--- src/rtl/sdwin_pkg.sv ---
package sdwin_pkg;
  // command bits are {RAS, CAS, WE}, active low
  typedef enum logic [2:0] {
    CMD_NOP = 3'b111,
    CMD_ACT = 3'b011,
    CMD_RD  = 3'b101,
    CMD_WR  = 3'b100,
    CMD_PRE = 3'b010
  } sd_cmd_e;

  typedef enum logic [2:0] {
    ST_IDLE, ST_ACT, ST_RCD, ST_RW, ST_LAT, ST_PRE, ST_TRP
  } sd_state_e;

  localparam logic [2:0] SPACE_SDRAM = 3'b100;
endpackage

--- src/rtl/sdwin_decode.sv ---
module sdwin_decode import sdwin_pkg::*; #(
  parameter int ADDR_W     = 24,
  parameter int AREA_W     = 21,
  parameter int FIRST_AREA = 2,
  parameter int N_AREAS    = 4,
  parameter int COL_W      = 8,
  parameter int BA_W       = 2,
  parameter int ROW_W      = 12
) (
  input  logic [ADDR_W-1:0] addr,
  input  logic [2:0]        space_sel,
  output logic              win_en,
  output logic              hit,
  output logic [COL_W-1:0]  col,
  output logic [BA_W-1:0]   bank,
  output logic [ROW_W-1:0]  row
);
  localparam int WIN_W = AREA_W + $clog2(N_AREAS);
  localparam int WORD_W = WIN_W - 1;
  localparam logic [ADDR_W:0] WIN_LO = (ADDR_W+1)'(FIRST_AREA) << AREA_W;
  localparam logic [ADDR_W:0] WIN_HI = WIN_LO + ((ADDR_W+1)'(N_AREAS) << AREA_W);

  logic [ADDR_W-1:0] off;
  logic [WORD_W-1:0] word;
  logic              in_range;

  assign win_en   = (space_sel == SPACE_SDRAM);
  assign in_range = ({1'b0, addr} >= WIN_LO) && ({1'b0, addr} < WIN_HI);
  assign hit      = win_en && in_range;
  assign off      = addr - WIN_LO[ADDR_W-1:0];
  assign word     = WORD_W'(off >> 1);
  assign col      = word[COL_W-1:0];
  assign bank     = word[COL_W +: BA_W];
  assign row      = word[COL_W+BA_W +: ROW_W];
endmodule

--- src/rtl/sdwin_seq.sv ---
module sdwin_seq import sdwin_pkg::*; #(
  parameter int DATA_W   = 16,
  parameter int COL_W    = 8,
  parameter int BA_W     = 2,
  parameter int ROW_W    = 12,
  parameter int MA_W     = 12,
  parameter int PSEL_BIT = 10,
  parameter int CL_W     = 2,
  localparam int BE_W    = DATA_W / 8
) (
  input  logic              clk,
  input  logic              rst_n,
  input  logic              req_valid,
  output logic              req_ready,
  input  logic              req_write,
  input  logic [BE_W-1:0]   req_be,
  input  logic [DATA_W-1:0] req_wdata,
  input  logic              hit,
  input  logic [COL_W-1:0]  col,
  input  logic [BA_W-1:0]   bank,
  input  logic [ROW_W-1:0]  row,
  input  logic [CL_W-1:0]   cas_lat,
  output logic              rsp_valid,
  input  logic              rsp_ready,
  output logic [DATA_W-1:0] rsp_rdata,
  output logic              err,
  output sd_cmd_e           cmd,
  output logic [MA_W-1:0]   ma,
  output logic [BA_W-1:0]   ba,
  output logic [DATA_W-1:0] dq_out,
  output logic              dq_oe,
  output logic [BE_W-1:0]   dqm,
  input  logic [DATA_W-1:0] dq_in
);
  sd_state_e         st;
  logic [CL_W-1:0]   lat_cnt;
  logic              wr_q;
  logic [COL_W-1:0]  col_q;
  logic [BE_W-1:0]   be_q;
  logic [DATA_W-1:0] wd_q;
  logic              acc;
  logic [MA_W-1:0]   col_ma;

  assign req_ready = (st == ST_IDLE || st == ST_TRP) && (!rsp_valid || rsp_ready);
  assign acc       = req_valid && req_ready;

  always_comb begin
    col_ma = MA_W'(col_q);
    col_ma[PSEL_BIT] = 1'b0;  // no auto-precharge
  end

  always_ff @(posedge clk) begin
    if (!rst_n) begin
      st        <= ST_IDLE;
      cmd       <= CMD_NOP;
      ma        <= '0;
      ba        <= '0;
      dq_out    <= '0;
      dq_oe     <= 1'b0;
      dqm       <= '0;
      rsp_valid <= 1'b0;
      rsp_rdata <= '0;
      err       <= 1'b0;
      lat_cnt   <= '0;
      wr_q      <= 1'b0;
      col_q     <= '0;
      be_q      <= '0;
      wd_q      <= '0;
    end else begin
      cmd   <= CMD_NOP;
      dq_oe <= 1'b0;
      dqm   <= '0;
      err   <= 1'b0;
      if (rsp_valid && rsp_ready) rsp_valid <= 1'b0;
      case (st)
        ST_IDLE, ST_TRP: begin
          st <= ST_IDLE;
          if (acc) begin
            if (hit) begin
              st    <= ST_ACT;
              cmd   <= CMD_ACT;
              ma    <= MA_W'(row);
              ba    <= bank;
              wr_q  <= req_write;
              col_q <= col;
              be_q  <= req_be;
              wd_q  <= req_wdata;
            end else begin
              err <= 1'b1;
            end
          end
        end
        ST_ACT: st <= ST_RCD;
        ST_RCD: begin
          st  <= ST_RW;
          cmd <= wr_q ? CMD_WR : CMD_RD;
          ma  <= col_ma;
          if (wr_q) begin
            dq_oe  <= 1'b1;
            dq_out <= wd_q;
            dqm    <= ~be_q;
          end
        end
        ST_RW: begin
          if (wr_q) begin
            st        <= ST_PRE;
            cmd       <= CMD_PRE;
            ma        <= '0;
            rsp_valid <= 1'b1;
          end else begin
            st      <= ST_LAT;
            lat_cnt <= cas_lat;
          end
        end
        ST_LAT: begin
          if (lat_cnt == '0) begin
            st        <= ST_PRE;
            cmd       <= CMD_PRE;
            ma        <= '0;
            rsp_valid <= 1'b1;
            rsp_rdata <= dq_in;
          end else begin
            lat_cnt <= lat_cnt - 1'b1;
          end
        end
        ST_PRE:  st <= ST_TRP;
        default: st <= ST_IDLE;
      endcase
    end
  end

  // tRCD: a column command is always two cycles behind its ACTIVE
  assert_rcd_gap_R4: assert property (@(posedge clk) disable iff (!rst_n)
    (cmd == CMD_RD || cmd == CMD_WR) |-> $past(cmd, 2) == CMD_ACT);

  // tRP: the cycle after PRECHARGE carries no command
  assert_trp_gap_R7: assert property (@(posedge clk) disable iff (!rst_n)
    (cmd == CMD_PRE) |=> (cmd == CMD_NOP));

  // response holds under back-pressure
  assert_rsp_hold_R9: assert property (@(posedge clk) disable iff (!rst_n)
    (rsp_valid && !rsp_ready) |=> (rsp_valid && $stable(rsp_rdata)));

  // a rejected request never reaches the command pins
  assert_err_nop_R8: assert property (@(posedge clk) disable iff (!rst_n)
    err |-> (cmd == CMD_NOP));

  // data bus is driven only together with WRITE
  assert_wr_drive_R6: assert property (@(posedge clk) disable iff (!rst_n)
    dq_oe |-> (cmd == CMD_WR));

  // a request is never taken while the response slot stays blocked
  assert_no_overrun_R9: assert property (@(posedge clk) disable iff (!rst_n)
    (rsp_valid && !rsp_ready) |-> !req_ready);
endmodule

--- src/rtl/sdwin_pins.sv ---
module sdwin_pins import sdwin_pkg::*; (
  input  logic       clk,
  input  logic       win_en,
  input  sd_cmd_e    cmd,
  output logic [3:0] pin_cs_n,
  output logic       pin_oe_n
);
  logic [2:0] cbits;
  assign cbits = cmd;

  always_comb begin
    if (win_en) begin
      pin_cs_n = {clk, cbits[0], cbits[1], cbits[2]};
    end else begin
      pin_cs_n = 4'b1111;
    end
    pin_oe_n = win_en;  // acts as CKE
  end
endmodule

--- src/rtl/sdwin_bus_if.sv ---
module sdwin_bus_if import sdwin_pkg::*; #(
  parameter int ADDR_W     = 24,
  parameter int DATA_W     = 16,
  parameter int AREA_W     = 21,
  parameter int FIRST_AREA = 2,
  parameter int N_AREAS    = 4,
  parameter int COL_W      = 8,
  parameter int BA_W       = 2,
  parameter int PSEL_BIT   = 10,
  parameter int CL_W       = 2,
  localparam int BE_W      = DATA_W / 8,
  localparam int WIN_W     = AREA_W + $clog2(N_AREAS),
  localparam int ROW_W     = WIN_W - 1 - COL_W - BA_W,
  localparam int MA_W      = (ROW_W > PSEL_BIT) ? ROW_W : PSEL_BIT + 1
) (
  input  logic              clk,
  input  logic              rst_n,
  input  logic [2:0]        space_sel,
  input  logic [CL_W-1:0]   cas_lat,
  input  logic              req_valid,
  output logic              req_ready,
  input  logic [ADDR_W-1:0] req_addr,
  input  logic              req_write,
  input  logic [BE_W-1:0]   req_be,
  input  logic [DATA_W-1:0] req_wdata,
  output logic              rsp_valid,
  input  logic              rsp_ready,
  output logic [DATA_W-1:0] rsp_rdata,
  output logic              err,
  output logic [3:0]        pin_cs_n,
  output logic              pin_oe_n,
  output logic [MA_W-1:0]   mem_addr,
  output logic [BA_W-1:0]   mem_ba,
  output logic [BE_W-1:0]   mem_dqm,
  output logic [DATA_W-1:0] mem_dq_out,
  output logic              mem_dq_oe,
  input  logic [DATA_W-1:0] mem_dq_in
);
  logic             win_en;
  logic             hit;
  logic [COL_W-1:0] col;
  logic [BA_W-1:0]  bank;
  logic [ROW_W-1:0] row;
  sd_cmd_e          cmd;

  sdwin_decode #(
    .ADDR_W(ADDR_W), .AREA_W(AREA_W), .FIRST_AREA(FIRST_AREA),
    .N_AREAS(N_AREAS), .COL_W(COL_W), .BA_W(BA_W), .ROW_W(ROW_W)
  ) u_decode (
    .addr(req_addr), .space_sel(space_sel), .win_en(win_en), .hit(hit),
    .col(col), .bank(bank), .row(row)
  );

  sdwin_seq #(
    .DATA_W(DATA_W), .COL_W(COL_W), .BA_W(BA_W), .ROW_W(ROW_W),
    .MA_W(MA_W), .PSEL_BIT(PSEL_BIT), .CL_W(CL_W)
  ) u_seq (
    .clk(clk), .rst_n(rst_n), .req_valid(req_valid), .req_ready(req_ready),
    .req_write(req_write), .req_be(req_be), .req_wdata(req_wdata),
    .hit(hit), .col(col), .bank(bank), .row(row), .cas_lat(cas_lat),
    .rsp_valid(rsp_valid), .rsp_ready(rsp_ready), .rsp_rdata(rsp_rdata),
    .err(err), .cmd(cmd), .ma(mem_addr), .ba(mem_ba), .dq_out(mem_dq_out),
    .dq_oe(mem_dq_oe), .dqm(mem_dqm), .dq_in(mem_dq_in)
  );

  sdwin_pins u_pins (
    .clk(clk), .win_en(win_en), .cmd(cmd), .pin_cs_n(pin_cs_n), .pin_oe_n(pin_oe_n)
  );

  // disabled window keeps the command pins quiet and CKE low
  assert_quiet_off_R1: assert property (@(posedge clk) disable iff (!rst_n)
    (!win_en) |-> (pin_cs_n[2:0] == 3'b111 && !pin_oe_n));
endmodule

--- config.mk ---
export PLATFORM = sky130hd
export DESIGN_NAME = sdwin_bus_if
export DESIGN_NICKNAME = d
export VERILOG_FILES = /design/src/rtl/sdwin_pkg.sv /design/src/rtl/sdwin_decode.sv /design/src/rtl/sdwin_seq.sv /design/src/rtl/sdwin_pins.sv /design/src/rtl/sdwin_bus_if.sv
export SDC_FILE = /design/constraint.sdc
export NUM_CORES = 1
export LEC_CHECK = 0
export ABC_AREA = 1
export CAP_MARGIN = 15
export CELL_PAD_IN_SITES_DETAIL_PLACEMENT = 2
export CELL_PAD_IN_SITES_GLOBAL_PLACEMENT = 2
export CORE_ASPECT_RATIO = 1.4
export CORE_MARGIN = 8
export CORE_UTILIZATION = 24
export CTS_BUF_LIST = sky130_fd_sc_hd__clkbuf_2 sky130_fd_sc_hd__clkbuf_4 sky130_fd_sc_hd__clkbuf_8
export DETAILED_ROUTE_END_ITERATION = 8
export GPL_TIMING_DRIVEN = 0
export PLACE_DENSITY_LB_ADDON = 0.15
export SYNTH_ARGS = -nofsm -noshare
export SYNTH_HDL_FRONTEND = slang
export SYNTH_SLANG_ARGS = --single-unit
--- constraint.sdc ---
create_clock -name clk -period 1.7 [get_ports clk]
set_input_delay 0.51 -clock clk [delete_from_list [all_inputs] [get_ports clk]]
set_output_delay 0.51 -clock clk [all_outputs]
set_load 0.1 [all_outputs]
Word-level counts from Yosys, hierarchy flattened
Index checks and enable logic that the tools add are counted.

storage, ports and cells
  bits in registers = 86
  output and inout bits = 57

operators by class
  $add $sub $neg = 2
  $lt $le $gt $ge = 2
  equality and inequality tests = 13
  mux-type cells = 26
  bitwise logic cells = 1
  reduce and logical (&&, ||, !) cells = 21

operators by type and width
  operator                                                                                count
  12-bit 2-to-1 mux                                                                       4
  12-bit one-hot mux with 4 select lines                                                  1
  24-bit by 23-bit greater-or-equal comparator with 1-bit output (second input constant)  1
  24-bit < comparator (second input constant)                                             1
  23-bit subtractor (second input constant)                                               1
  3-bit 2-to-1 mux                                                                        6
  3-bit one-hot mux with 6 select lines                                                   1
  3-bit == test (second input constant)                                                   4
  3-bit one-hot mux with 4 select lines                                                   1
  3-bit AND reduction                                                                     4
  1-bit 2-to-1 mux                                                                        8
  3-bit by 2-bit == test with 1-bit output (second input constant)                        2
  2-bit by 1-bit != test with 1-bit output (second input constant)                        3
  2-bit != test (second input constant)                                                   3
  2-bit AND reduction                                                                     3
  1-bit logical AND                                                                       5
  5-bit AND reduction                                                                     1
  2-bit 2-to-1 mux                                                                        2
  4-bit 2-to-1 mux                                                                        1
  2-bit one-hot mux with 2 select lines                                                   1
  4-bit nonzero test                                                                      1
  3-bit by 1-bit == test with 1-bit output (second input constant)                        1
  3-bit logical NOT                                                                       1
  2-bit logical NOT                                                                       1
  7 further kinds                                                                         8

Depth between registers and ports, before layout
Gate-level depths: netlist of the first run.

  depth after elaboration = 6
  mapped depth = 11
  depth with buffers taken out = 10

Modules after synthesis
A second synthesis of the first run with hierarchy kept.

unflattened totals
  cells, all modules = 489
  area total of the unflattened synthesis = 3,555.9 sq um

by module, submodules not included
  module        times used  cells each  area an instance (sq um)
  sdwin_seq     1           450         3,321.9
  sdwin_decode  1           30          196.4
  sdwin_pins    1           9           37.5

==> metrics.txt, run 1 <==
area grow syn2layout 60.6%; Worst Skew 0.0132 ns; highest cell delay on the worst timing path 0.37 ns; number of DRC markers after the initial detailed-route iteration 58; total of warnings raised by yosys 0; synthesized instance count 468; first-pass GRT wire length 19.2 mm; sort of element at the end of the critical path output port; endpoint with the worst hold slack u_seq.dqm[0]; gr usage total 13.9%; violated checks setup timing; post-route non-filler standard cell count 809; setup slack, reg-to-reg -0.01 ns; ordered cell list for the critical path nor2_4 -> nand2_2 -> a21oi_4 -> buf_12; kind of launch point of the worst setup path flip-flop; RD Place Congestion 0.724; Final Setup Violations 8; Filler Cell Count 1623; worst slew pin tran 0.677 ns; Inst Count DP 775; number of antenna violations at the first check in global routing 0; Initial Utilization 24.5%; pin count of the biggest net entering global routing 14; post-layout worst setup margin -0.216 ns; WS Path Type reg2out; terminus of the critical flop-to-flop path u_seq.be_q[0]; MaxCap Viol Count 0; fmax 522 MHz; setup_tns -0.639 ns; setup repair after global routing missed its margin true; launch instance of the worst register-to-register path u_seq.st[0]; number of cell instances on the worst register-to-register path 10; Pwr per Cell Area 854 nW/um2; launch point of the worst hold path u_seq.be_q[0]; standard cell with the maximum stage delay on the critical path sky130_fd_sc_hd__dfxtp_4; wire length reported by the detailed router 12.7 mm; count of port buffers added during placement 122; Area contributors post-synth sky130_fd_sc_hd__dfxtp_1 (51%), sky130_fd_sc_hd__nor2_1 (14%), sky130_fd_sc_hd__o21ai_0 (8.6%); number of max-slew violations in the final report 0; final routed wire length divided by cell count 15.7 um; Crit path required time 1.19 ns; path category of the worst min-delay check reg2reg; Horiz. Die Dim 116 um; aggregate global routing overflow 0; overall via count from detail_route 3493; count of distinct cell types in the synthesized netlist 24; vias in the first global route 3871; Core Rows 51; DRC violation count after routing 0; clock period minus final worst setup slack 1.92 ns; half-perimeter wire length after placement 9.54 mm; post-synthesis net count 537; clock tree from TritonCTS done; detailed-router iteration count before antenna repair 4; worst hold path cell count 1; Max transition margin 54.8%; CP max FO 4; number of routed nets with antenna violations 0; top cell type's share of synthesized area 50.8%; period utilisation layout 113%; n_diodes 0; Netlist Area Pre-Place 3390 um2; Max IR drop VDD 0.000312 V; number of hold-repair buffers added at the cts stage 0; Seq/Total Area, Yosys 50.8%; I/O pin count 125; arrival time of the worst setup path 1.41 ns; vertical die dimension 157 um; top cell type by total area after synthesis sky130_fd_sc_hd__dfxtp_1; clock latency on the worst-skew pair 0.46 ns; Die Footprint 18200 um2; leakage power of the design 2.34 nW; result of the run complete, but fails checks; post-layout net count 689; vias per inst 4.32; Final Hold Violating Endpoints 0; core region area 13800 um2; share of post-route cells with drive strength above 1 25.3%; register bit count reported by yosys 86; Avg Inst Size Synth 7.24 um2; total chip power 0.00465 W; CTS clock-pin slew for the worst setup and hold paths 0.08 ns
[placed cells by master (no fill, tap or decap), drive strengths merged]
cell type / instances
a21oi: 21
buf: 89
bufinv: 2
clkbuf: 26
clkdlybuf4s50: 61
clkinv: 1
dfxtp: 86
dlymetal6s2s: 1
ha: 1
inv: 53
nand2: 69
nand3: 8
nand4: 4
nor2: 126
nor3: 3
o21ai: 69
or2: 4
[worst max path at each step]
stage / startpoint / to / slack (ns)
CTS: u_seq.st[1] / req_ready / -0.25
global placement: space_sel[0] / pin_cs_n[0] / -1.40
floorplan: space_sel[0] / pin_cs_n[0] / -0.40
global route: u_seq.st[0] / req_ready / -0.26
finish: u_seq.st[0] / req_ready / -0.22
detailed placement: space_sel[0] / pin_cs_n[2] / -1.42
[cell families (layout without fill, tap and decap cells)]
logic type               Yosys count  in the layout  synth area share [%]
adder cells (fa/ha/maj)            1              1                 0.369
AND/OR/NAND/NOR                  214            214                  25.4
flip-flops                        86             86                  50.8
AO/OA/AOI/OAI                     90             90                  13.7
buffers and inverters             77            233                  9.64
[metal layers]
layer | up-vias | global-route usage, % | routed length (um)
li1 | 1753 | - | -
met1 | 1659 | 13.8 | 4760
met2 | 69 | 25.9 | 7120
met3 | 12 | 4.13 | 636
met4 | 0 | 5.83 | 201
met5 | - | 0 | 0
[critical path, delay by kind of cell (launching register included)]
kind	cells	cell delay (ns)
flip-flops	1	0.37
AND/OR/NAND/NOR	2	0.21
AO/OA/AOI/OAI	1	0.17
buffers and inverters	1	0.19
[Yosys cell counts]
library cell and instances:
sky130_fd_sc_hd__buf_1 2, sky130_fd_sc_hd__nand3_1 5, sky130_fd_sc_hd__inv_2 5, sky130_fd_sc_hd__clkbuf_2 1, sky130_fd_sc_hd__a21oi_4 1, sky130_fd_sc_hd__o21ai_0 58, sky130_fd_sc_hd__buf_2 5, sky130_fd_sc_hd__or2_2 4
sky130_fd_sc_hd__nor2_1 123, sky130_fd_sc_hd__inv_1 47, sky130_fd_sc_hd__o21ai_1 10, sky130_fd_sc_hd__o21ai_2 1, sky130_fd_sc_hd__nor2_2 3, sky130_fd_sc_hd__buf_4 2, sky130_fd_sc_hd__nor3_1 3, sky130_fd_sc_hd__nand2_1 68
sky130_fd_sc_hd__nand3_2 3, sky130_fd_sc_hd__buf_6 3, sky130_fd_sc_hd__clkbuf_1 12, sky130_fd_sc_hd__ha_1 1, sky130_fd_sc_hd__a21oi_1 20, sky130_fd_sc_hd__nand2_2 1, sky130_fd_sc_hd__dfxtp_1 86, sky130_fd_sc_hd__nand4_1 4
[per-stage QoR]
stage          area [um2]  setup WS [ns]  utilization (%)  hold slack [ns]
2_1_floorplan        3450         -0.399                -            0.402
3_5_place_dp         4900          -1.42             35.4            0.418
3_3_place_gp         4900          -1.40             35.4            0.414
4_1_cts              5150         -0.246             37.2            0.433
5_1_grt              5440         -0.263             39.3            0.457
6_report             5440         -0.216             39.3            0.443
[sequential cells by signal, summed over array words and instances, names as in the netlist, 2 cells and up]
name             cells
u_seq.dqm            2
u_seq.wd_q          16
u_seq.col_q          8
u_seq.cmd            3
u_seq.ma            12
u_seq.dq_out        16
u_seq.lat_cnt        2
u_seq.rsp_rdata     16
u_seq.be_q           2
u_seq.st             3
u_seq.ba             2
[cell type report]
class / count / area (um2) / area share, %
sequential: 86 / 1730 / 31.9
multi-input combinational: 305 / 1500 / 27.5
timing repair buffer: 139 / 1320 / 24.2
tap: 185 / 231 / 4.25
inverter: 52 / 218 / 4.00
clock buffer: 14 / 186 / 3.43
buffer: 24 / 186 / 3.43
clock inverter: 4 / 71.3 / 1.31
[what timing repair did]
item,in CTS,in global routing
endpoints found under the setup margin,86,53
gates resized for setup,382,57
endpoints found under the hold margin,0,0
cloned,0,1
buffers inserted,9,9
pin swaps,7,8
[power breakdown]
| group | internal (W) | leakage [nW] | switching (W) |
|---|---|---|---|
| logic | 0.000318 | 1.51 | 0.000479 |
| clock network | 0.000970 | 0.138 | 0.000790 |
| registers | 0.00206 | 0.698 | 0.0000286 |
No activity file was read; power rests on OpenSTA's default activity.
==> inputs of run 2 (changes only) <==
GPL_ROUTABILITY_DRIVEN = 0   (was unset)
==> run 2 against run 1 <==
Net effect: the flow still finishes with violations (setup timing); highest routed layer unchanged; worst setup slack better by 0.00080 ns; final area unchanged; routed wire length about the same; sequential cell count unchanged; total power about the same; critical endpoint unchanged; register-to-register slack about the same; critical path type unchanged; non-clock buffer count unchanged; worst hold slack unchanged; global-route usage unchanged; cell count unchanged; sequential share of layout area unchanged; die area unchanged.
==> metrics.txt, run 2 (synthesis gave the netlist of run 1 again) <==
leakage power of the design 2.34 nW (unchanged); CP max FO 4 (unchanged); Worst Skew 0.0131 ns (was 0.0132 ns); crit-path leading delay family flip-flops (unchanged); worst setup slack after placement -1.42 ns (unchanged); highest cell delay on the worst timing path 0.37 ns (about the same); Core Rows 51 (unchanged); number of DRC markers after the initial detailed-route iteration 58 (unchanged); overall via count from detail_route 3495 (was 3493); DRC violation count after routing 0 (unchanged); Crit path required time 1.19 ns (about the same); area grow syn2layout 60.6% (unchanged); setup repair after global routing missed its margin true (unchanged); setup slack, reg-to-reg -0.01 ns (about the same); kind of launch point of the worst setup path flip-flop (unchanged); wire length reported by the detailed router 12.7 mm (about the same); sort of element at the end of the critical path output port (unchanged); Die Footprint 18200 um2 (unchanged); Final Hold Violating Endpoints 0 (unchanged); number of routed nets with antenna violations 0 (unchanged); worst slew pin tran 0.677 ns (unchanged); count of port buffers added during placement 122 (unchanged); period utilisation layout 113% (about the same); path category of the worst min-delay check reg2reg (unchanged); Horiz. Die Dim 116 um (unchanged); first-pass GRT wire length 19.2 mm (unchanged); I/O pin count 125 (unchanged); placed inst area 4900 um2 (unchanged); post-layout net count 689 (unchanged); standard cell with the maximum stage delay on the critical path sky130_fd_sc_hd__dfxtp_4 (unchanged); CTS clock-pin slew for the worst setup and hold paths 0.08 ns (about the same); most used cells in the layout excluding fill and tap cells sky130_fd_sc_hd__nor2_1 (114), sky130_fd_sc_hd__dfxtp_1 (82), sky130_fd_sc_hd__nand2_1 (64), sky130_fd_sc_hd__buf_4 (64), sky130_fd_sc_hd__clkdlybuf4s50_1 (61) (unchanged); gr usage total 13.9% (unchanged); final routed wire length divided by cell count 15.7 um (about the same); Max IR drop VDD 0.000312 V (unchanged); final instance area 5440 um2 (unchanged); n_diodes 0 (unchanged); WS Path Type reg2out (unchanged); Pwr per Cell Area 854 nW/um2 (about the same); number of hold-repair buffers added at the cts stage 0 (unchanged); Max transition margin 54.8% (unchanged); share of post-route cells with drive strength above 1 25.3% (unchanged); vias per inst 4.32 (about the same); number of max-slew violations in the final report 0 (unchanged); leading cell type in the layout, fill and taps excluded sky130_fd_sc_hd__nor2_1 (unchanged); clock latency on the worst-skew pair 0.46 ns (about the same); number of buffer and inverter instances along the worst setup path 1 (unchanged); MaxCap Viol Count 0 (unchanged); ordered cell list for the critical path nor2_4 -> nand2_2 -> a21oi_4 -> buf_12 (unchanged); post-layout worst setup margin -0.215 ns (was -0.216 ns); core region area 13800 um2 (unchanged); Initial Utilization 24.5% (unchanged); aggregate global routing overflow 0 (unchanged); pin count of the biggest net entering global routing 14 (unchanged); arrival time of the worst setup path 1.41 ns (about the same); fmax 522 MHz (about the same); result of the run complete, but fails checks (unchanged); clock tree from TritonCTS done (unchanged); largest registers u_seq.dq_out: 16 flops, u_seq.rsp_rdata: 16 flops, u_seq.wd_q: 16 flops (unchanged); vias in the first global route 3873 (was 3871); clock period minus final worst setup slack 1.92 ns (about the same); number of antenna violations at the first check in global routing 0 (unchanged); violated checks setup timing (unchanged); Final Setup Violations 8 (unchanged); vertical die dimension 157 um (unchanged); detailed-router iteration count before antenna repair 4 (unchanged); half-perimeter wire length after placement 9.54 mm (unchanged); tightest hold margin 0.443 ns (unchanged)
## run 2: cell counts in the layout (fill, tap and decap cells not counted)
No cell type changed its count.
## run 2: final timing paths
| check | to | startpoint | depth (start not counted) |
|---|---|---|---|
| worst max-delay path | req_ready | u_seq.st[0] | 4 |
| worst min register to register | u_seq.dqm[0] | u_seq.be_q[0] | 1 |
| worst max register to register | u_seq.be_q[0] | u_seq.st[0] | 10 |
| worst min-delay path | u_seq.dqm[0] | u_seq.be_q[0] | 1 |
## run 2: layout make-up
class / count / area (um2)
flip-flops and latches: 86 / 1730
plain buffers: 24 / 186
multi-input cells: 305 / 1500
clock inverters: 4 / 71.3
inverters: 52 / 218
clock buffers: 14 / 186
well taps: 185 / 231
fillers: 1623 / 8400
repair buffers: 139 / 1320
## run 2: where the power goes
group,switching (W),leakage (nW),total (W),internal (W)
Sequential,0.0000286,0.698,0.00209,0.00206
Clock,0.000790,0.138,0.00176,0.000970
Combinational,0.000479,1.51,0.000797,0.000318
Total,0.00130,2.34,0.00465,0.00335
## run 2: repair_timing
| action | 4_1_cts | 5_1_grt |
|---|---|---|
| pin swaps | 8 | 9 |
| setup endpoints to repair | 86 | 53 |
| buffers inserted | 9 | 9 |
| gates cloned | 0 | 1 |
| resized for setup | 382 | 57 |
## run 2: metrics by stage
stage	util, %	setup TNS, ns	cells	total power (W)
after floorplan	-	-12.35	468	0.00260
after global placement	35.4	-41.21	775	0.00288
after detailed placement	35.4	-44.10	775	0.00290
after CTS	37.2	-0.677	801	0.00466
after global routing	39.3	-1.67	809	0.00486
final	39.3	-0.636	809	0.00465
## run 2: routing by layer
metal  wire length [um]  vias up  global-route usage, %
met5                  0        -                      0
met3                636       12                   4.13
met4                201        0                   5.83
li1                   -     1753                      -
met2               7120       69                   25.9
met1               4760     1661                   13.8
